===== src/rtl/lim_pkg.sv =====
package lim_pkg;
  localparam int BOOST_W   = 4;
  localparam int BOOST_MAX = 12;

  function automatic logic [BOOST_W-1:0] clamp_boost(input logic [BOOST_W-1:0] s);
    return (s > BOOST_W'(BOOST_MAX)) ? BOOST_W'(BOOST_MAX) : s;
  endfunction

  function automatic logic [BOOST_W-1:0] boost_left(input logic [BOOST_W-1:0] s,
                                                     input logic [BOOST_W-1:0] cut);
    logic [BOOST_W-1:0] c;
    c = clamp_boost(s);
    return (cut >= c) ? '0 : BOOST_W'(c - cut);
  endfunction
endpackage


===== src/rtl/lim_clip_detect.sv =====
module lim_clip_detect #(
  parameter int IN_W  = 28,
  parameter int OUT_W = 24,
  parameter int NCH   = 2
) (
  input  logic [NCH-1:0][IN_W-1:0] smp,
  output logic                     clip
);
  localparam int HI_W = IN_W - OUT_W + 1;
  logic [NCH-1:0] over;

  generate
    for (genvar c = 0; c < NCH; c++) begin : g_ch
      logic [HI_W-1:0] hi;
      assign hi      = smp[c][IN_W-1:OUT_W-1];
      // sample fits the output range only when all headroom bits equal the sign
      assign over[c] = (|hi) && !(&hi);
    end
  endgenerate

  assign clip = |over;
endmodule


===== src/rtl/lim_rate_timer.sv =====
module lim_rate_timer #(
  parameter int RATE_W = 7
) (
  input  logic              clk,
  input  logic              rst_n,
  input  logic              clr,
  input  logic              tick,
  input  logic [RATE_W-1:0] rate,
  output logic              fire
);
  localparam int CNT_W = RATE_W + 1;
  localparam logic [CNT_W-1:0] SLOWEST = CNT_W'(1) << RATE_W;

  logic [CNT_W-1:0] cnt_q, cnt_d, period, cnt_inc;

  always_comb begin
    period  = (rate == '0) ? SLOWEST : {1'b0, rate};
    cnt_inc = cnt_q + CNT_W'(1);
    fire    = tick && !clr && (cnt_inc >= period);
    cnt_d   = cnt_q;
    if (clr)        cnt_d = '0;
    else if (fire)  cnt_d = '0;
    else if (tick)  cnt_d = cnt_inc;
  end

  always_ff @(posedge clk or negedge rst_n) begin
    if (!rst_n) cnt_q <= '0;
    else        cnt_q <= cnt_d;
  end

  // a firing step restarts the frame count
  a_r3_fire_restart: assert property (@(posedge clk) disable iff (!rst_n)
    fire |=> (cnt_q == '0));
  // the count holds between frames
  a_r4_count_hold: assert property (@(posedge clk) disable iff (!rst_n)
    (!tick && !clr) |=> $stable(cnt_q));
endmodule


===== src/rtl/lim_gain_state.sv =====
module lim_gain_state #(
  parameter int ATT_W   = 7,
  parameter int ATT_MAX = 96
) (
  input  logic                          clk,
  input  logic                          rst_n,
  input  logic                          clear,
  input  logic                          step_dn,
  input  logic                          step_up,
  input  logic [lim_pkg::BOOST_W-1:0]   bass_set,
  input  logic [lim_pkg::BOOST_W-1:0]   treble_set,
  input  logic [ATT_W-1:0]              atten_set,
  output logic [lim_pkg::BOOST_W-1:0]   bass_eff,
  output logic [lim_pkg::BOOST_W-1:0]   treble_eff,
  output logic [ATT_W-1:0]              atten_eff
);
  import lim_pkg::*;
  localparam int SUM_W = ATT_W + 1;
  localparam logic [SUM_W-1:0] CEIL = SUM_W'(ATT_MAX);

  logic [BOOST_W-1:0] cut_b_q, cut_b_d, cut_t_q, cut_t_d;
  logic [ATT_W-1:0]   add_q, add_d;
  logic [SUM_W-1:0]   att_sum;
  logic               boost_left_any;

  always_comb begin
    bass_eff       = boost_left(bass_set, cut_b_q);
    treble_eff     = boost_left(treble_set, cut_t_q);
    boost_left_any = (bass_eff != '0) || (treble_eff != '0);
    att_sum        = {1'b0, atten_set} + {1'b0, add_q};
    atten_eff      = (att_sum > CEIL) ? ATT_W'(ATT_MAX) : att_sum[ATT_W-1:0];

    cut_b_d = cut_b_q;
    cut_t_d = cut_t_q;
    add_d   = add_q;
    if (clear) begin
      cut_b_d = '0;
      cut_t_d = '0;
      add_d   = '0;
    end else if (step_dn) begin
      if (boost_left_any) begin
        if (bass_eff   != '0) cut_b_d = cut_b_q + BOOST_W'(1);
        if (treble_eff != '0) cut_t_d = cut_t_q + BOOST_W'(1);
      end else if (att_sum < CEIL) begin
        add_d = add_q + ATT_W'(1);
      end
    end else if (step_up) begin
      if (add_q != '0) begin
        add_d = add_q - ATT_W'(1);
      end else begin
        if (cut_b_q != '0) cut_b_d = cut_b_q - BOOST_W'(1);
        if (cut_t_q != '0) cut_t_d = cut_t_q - BOOST_W'(1);
      end
    end
  end

  always_ff @(posedge clk or negedge rst_n) begin
    if (!rst_n) begin
      cut_b_q <= '0;
      cut_t_q <= '0;
      add_q   <= '0;
    end else begin
      cut_b_q <= cut_b_d;
      cut_t_q <= cut_t_d;
      add_q   <= add_d;
    end
  end

  // boost is given back before attenuation grows
  a_r2_boost_first: assert property (@(posedge clk) disable iff (!rst_n)
    (step_dn && !clear && boost_left_any) |=> (add_q == $past(add_q)));
  // attenuation is removed before boost returns
  a_r6_atten_first: assert property (@(posedge clk) disable iff (!rst_n)
    (step_up && !step_dn && !clear && add_q != '0) |=>
      (cut_b_q == $past(cut_b_q) && cut_t_q == $past(cut_t_q)));
  // disable empties all reductions
  a_r5_clear: assert property (@(posedge clk) disable iff (!rst_n)
    clear |=> (add_q == '0 && cut_b_q == '0 && cut_t_q == '0));
  // state moves only on a step or clear
  a_r10_hold: assert property (@(posedge clk) disable iff (!rst_n)
    (!step_dn && !step_up && !clear) |=>
      ($stable(add_q) && $stable(cut_b_q) && $stable(cut_t_q)));
  // attenuation moves one dB per step
  a_r9_unit_step: assert property (@(posedge clk) disable iff (!rst_n)
    (add_q != $past(add_q)) |->
      (add_q == $past(add_q) + ATT_W'(1) || add_q == $past(add_q) - ATT_W'(1) || add_q == '0));
endmodule


===== src/rtl/peak_limiter.sv =====
module peak_limiter #(
  parameter int IN_W    = 28,
  parameter int OUT_W   = 24,
  parameter int RATE_W  = 7,
  parameter int ATT_W   = 7,
  parameter int ATT_MAX = 96
) (
  input  logic              clk,
  input  logic              rst_n,
  input  logic              lim_en,
  input  logic              frame_stb,
  input  logic [IN_W-1:0]   smp_l,
  input  logic [IN_W-1:0]   smp_r,
  input  logic [3:0]        bass_set,
  input  logic [3:0]        treble_set,
  input  logic [ATT_W-1:0]  atten_set,
  input  logic [RATE_W-1:0] attack_rate,
  input  logic [RATE_W-1:0] release_rate,
  output logic [3:0]        bass_eff,
  output logic [3:0]        treble_eff,
  output logic [ATT_W-1:0]  atten_eff
);
  logic [1:0][IN_W-1:0] smp;
  logic clip, atk_tick, rel_tick, atk_clr, rel_clr, atk_fire, rel_fire, off;

  assign smp = {smp_r, smp_l};

  lim_clip_detect #(.IN_W(IN_W), .OUT_W(OUT_W), .NCH(2)) u_clip (
    .smp (smp),
    .clip(clip)
  );

  always_comb begin
    off      = !lim_en;
    atk_tick = frame_stb && lim_en && clip;
    rel_tick = frame_stb && lim_en && !clip;
    atk_clr  = off || rel_tick;
    rel_clr  = off || atk_tick;
  end

  lim_rate_timer #(.RATE_W(RATE_W)) u_attack (
    .clk(clk), .rst_n(rst_n), .clr(atk_clr), .tick(atk_tick),
    .rate(attack_rate), .fire(atk_fire)
  );

  lim_rate_timer #(.RATE_W(RATE_W)) u_release (
    .clk(clk), .rst_n(rst_n), .clr(rel_clr), .tick(rel_tick),
    .rate(release_rate), .fire(rel_fire)
  );

  lim_gain_state #(.ATT_W(ATT_W), .ATT_MAX(ATT_MAX)) u_gain (
    .clk(clk), .rst_n(rst_n), .clear(off),
    .step_dn(atk_fire), .step_up(rel_fire),
    .bass_set(bass_set), .treble_set(treble_set), .atten_set(atten_set),
    .bass_eff(bass_eff), .treble_eff(treble_eff), .atten_eff(atten_eff)
  );

  // attack and release never step in the same frame
  a_r7_one_direction: assert property (@(posedge clk) disable iff (!rst_n)
    !(atk_fire && rel_fire));
  // no step without a frame strobe
  a_r10_strobe_only: assert property (@(posedge clk) disable iff (!rst_n)
    (atk_fire || rel_fire) |-> frame_stb);
endmodule


===== config.mk =====
export PLATFORM = sky130hd
export DESIGN_NAME = peak_limiter
export DESIGN_NICKNAME = d
export VERILOG_FILES = /design/src/rtl/lim_pkg.sv /design/src/rtl/lim_clip_detect.sv /design/src/rtl/lim_rate_timer.sv /design/src/rtl/lim_gain_state.sv /design/src/rtl/peak_limiter.sv
export SDC_FILE = /design/constraint.sdc
export NUM_CORES = 1
export LEC_CHECK = 0
export BUFFER_PORTS_ARGS = -buffer_cell sky130_fd_sc_hd__buf_4
export CAP_MARGIN = 20
export CORE_UTILIZATION = 50
export DETAILED_ROUTE_END_ITERATION = 8
export PLACE_DENSITY = 0.89
export SLEW_MARGIN = 30
export SYNTH_ARGS = -nofsm -noshare
export SYNTH_HDL_FRONTEND = slang
export SYNTH_SLANG_ARGS = --single-unit

===== constraint.sdc =====
create_clock -name clk -period 4.6 [get_ports clk]
set_clock_uncertainty 0.1 [all_clocks]
set_input_delay 0.46 -clock clk [delete_from_list [all_inputs] [get_ports clk]]
set_output_delay 0.46 -clock clk [all_outputs]
set_load 0.01 [all_outputs]

==> reports/results.tsv <==
metric	value	unit
status	finished, final reports clean	
critical-path-top-delay-family	compound AO/OA/AOI/OAI gates	
synth_cell_type_count	58	
start_kind	register	
cp_max_fo	18	
vias_per_cell	5.74	
worstPathArrival	4.28	ns
pwr-share-clk	28.9	%
synth-edff-count	0	
drive_gt1_share	18.9	%
postCtsHoldBufs	0	
grt.total_usage	21.4	%
routed_wl	7180	microns
r2r_setup_slack	0.38	ns
dpl.hpwl	5820	microns
fin_crit_sh	91.8	%
vias	2963	
ys_ff_latch	31	
cap_violations	0	
fin_cells	516	
gp_congestion	0.868	
syn_area_per_cell	8.68	sq um
hold_violations	0	
syn_to_final_growth	17.6	%
swShare	31.4	%
antenna_found_initial	0	
grt_pass1_vias	3005	
cp_cell_sequence	ha_1 > nand3_1 > nor2_1 > xor2_1 > ha_1 > a21o_1 > a221oi_1 > o31ai_2 > nand2_8 > inv_1 > fa_1 > nor2b_1 > o21ai_0 > a21oi_1 > o21ai_0 > and2_1 > o211a_1	
core_area	0.00635	sq mm
clk_pin_slew	0.06	ns
firstDrtPassIters	4	
final_common_cell	buf_4	
crit_required	4.66	ns
die_w	83.1	microns
yosysSeqAreaShare	23.6	%
internal-power	486	uW
seqPwrFrac	40.4	%
rows	29	
tns	0	ns
fin_crit	4.22	ns
vdd_ir_drop_max	0.165	mV
drt-initial-drc-count	88	
clock.fmax	237	MHz
grt_pass1_wl	12400	microns
place_inst	508	
cts_setup_buffers	0	
clkLatencyLatePin	0.28	ns
synth_area	0.00329	sq mm
slew_headroom	55.3	%
die_h	83.1	microns
antennaDiodeCount	0	
cts.sinks	31	
hold_class	in2async	
criticalPathCategory	reg2reg	
final.fill_count	526	
cts_root_buf	clkbuf_8	
cts_tree	built	
wl_met1	3040	microns
globalRouteOverflowTotal	0	
crit_path_top_delay_cell	dfrtp_1	
power_density	183	mW/mm^2
ant_nets	0	
synthCells	379	
ctsResizeCount	0	
critPathCaptureType	register	
numCtsBuffers	5	
p_leak	0.00190	uW
synth-warning-count	0	
synth_flop_cell	dfrtp_1	
route.met2.wl	3780	microns
routed.top_layer	met4	
nets	575	
synth_nets	516	
p_comb_share	30.8	%
htreeDepth	2	
cts_buffer_depth	2	
cpPeakStageDelay	0.45	ns
r2r_start	u_attack.cnt_q[0]	
io_buffers	57	
start_util	51.8	%
grt_max_degree	32	
setup_viol	0	
drc	0	
io_pins	104	
drt-wirelength-per-cell	13.9	microns
mostFrequentLayoutCells	buf_4 (57), nand2_1 (52), ha_1 (42), inv_1 (35), dfrtp_1 (31)	
worst_pin_slew	0.670	ns
power_switching	223	uW
async_flop_share	100	%
worstReg2RegEnd	u_gain.add_q[6]	
slew_viol_final	0	
dieArea	0.00690	sq mm
rsz0062_at_grt	no	
critPathBufInv	1	
dr_wl_met3	286	microns
r2r_cells	17	
==> cell usage after synthesis (3+ instances only) <==
| cell | n | area [sq um] |
|---|---|---|
| a211oi_1 | 3 | 22.5 |
| a21o_1 | 6 | 45.0 |
| a21oi_1 | 14 | 70.1 |
| a32o_1 | 8 | 80.1 |
| and3_1 | 4 | 25.0 |
| clkbuf_1 | 3 | 11.3 |
| dfrtp_1 | 31 | 776 |
| fa_1 | 6 | 120 |
| ha_1 | 42 | 526 |
| inv_1 | 35 | 131 |
| mux2i_1 | 6 | 60.1 |
| nand2_1 | 52 | 195 |
| nand2b_1 | 12 | 75.1 |
| nand3_1 | 9 | 45.0 |
| nand4_1 | 3 | 18.8 |
| nor2_1 | 25 | 93.8 |
| nor2b_1 | 6 | 37.5 |
| nor3_1 | 5 | 25.0 |
| nor4_1 | 6 | 37.5 |
| o21a_1 | 6 | 45.0 |
| o21ai_0 | 18 | 90.1 |
| o21ai_1 | 4 | 20.0 |
| xnor2_1 | 11 | 96.3 |
| xor2_1 | 14 | 123 |
==> final cells by class <==
cell class | instances | area (sq um) | share of cell area, %
Clock buffer | 7 | 76.3 | 1.97
Clock inverter | 1 | 5.00 | 0.129
Timing Repair Buffer | 57 | 428 | 11.1
Multi-Input combinational cell | 308 | 2350 | 60.9
Sequential cell | 31 | 776 | 20.1
Tap cell | 77 | 96.3 | 2.49
Inverter | 35 | 131 | 3.40
==> flip-flops by register name, indices dropped and copies added (netlist names) <==
signal,cells
u_gain.add_q,7
u_gain.cut_b_q,4
u_attack.cnt_q,8
u_gain.cut_t_q,4
u_release.cnt_q,8
==> kinds of logic after synthesis <==
family          synth area share [%]
compound gates                  19.1
xor+xnor                        6.66
fa+ha+maj                       19.6
buf+inv                         4.91
flops                           23.6
mux                             3.20
simple gates                    22.9
==> per-stage QoR <==
stage          util (%)  hold slack, ns  setup slack (ns)  total power [uW]  cell area [sq um]
3_5_place_dp       59.6           0.315             0.409               510               3780
5_1_grt            60.9          0.0322            0.0935               748               3870
4_1_cts            60.9          0.0117             0.385               714               3870
3_3_place_gp       59.6           0.318             0.567               499               3780
2_1_floorplan         -          0.0644             0.923               421               3290
6_report           60.9         0.00165             0.379               709               3870
==> layer usage <==
layer  up-vias  GRT usage [%]
li1       1476              -
met5         -              0
met1      1410           24.3
met2        64           40.7
met3        13           3.98
met4         0           5.64
==> power by group through the flow <==
| stage | registers (uW) | clock network (uW) | logic (uW) |
|---|---|---|---|
| 2_1_floorplan | 289 | 0 | 132 |
| 3_3_place_gp | 291 | 0 | 209 |
| 3_5_place_dp | 291 | 0 | 219 |
| 4_1_cts | 286 | 209 | 219 |
| 5_1_grt | 287 | 217 | 244 |
| 6_report | 286 | 205 | 218 |
==> worst max-delay path by stage <==
stage | start | endpoint | depth (start not counted)
finish | u_attack.cnt_q[0] | u_gain.add_q[6] | 17
detailed placement | u_attack.cnt_q[0] | u_gain.add_q[6] | 17
global placement | u_attack.cnt_q[0] | u_gain.add_q[6] | 17
floorplan | u_attack.cnt_q[0] | u_gain.add_q[6] | 17
CTS | u_attack.cnt_q[0] | u_gain.add_q[6] | 18
global route | u_attack.cnt_q[0] | u_gain.add_q[6] | 17
Note: power is estimated with default switching activity, not from simulation.
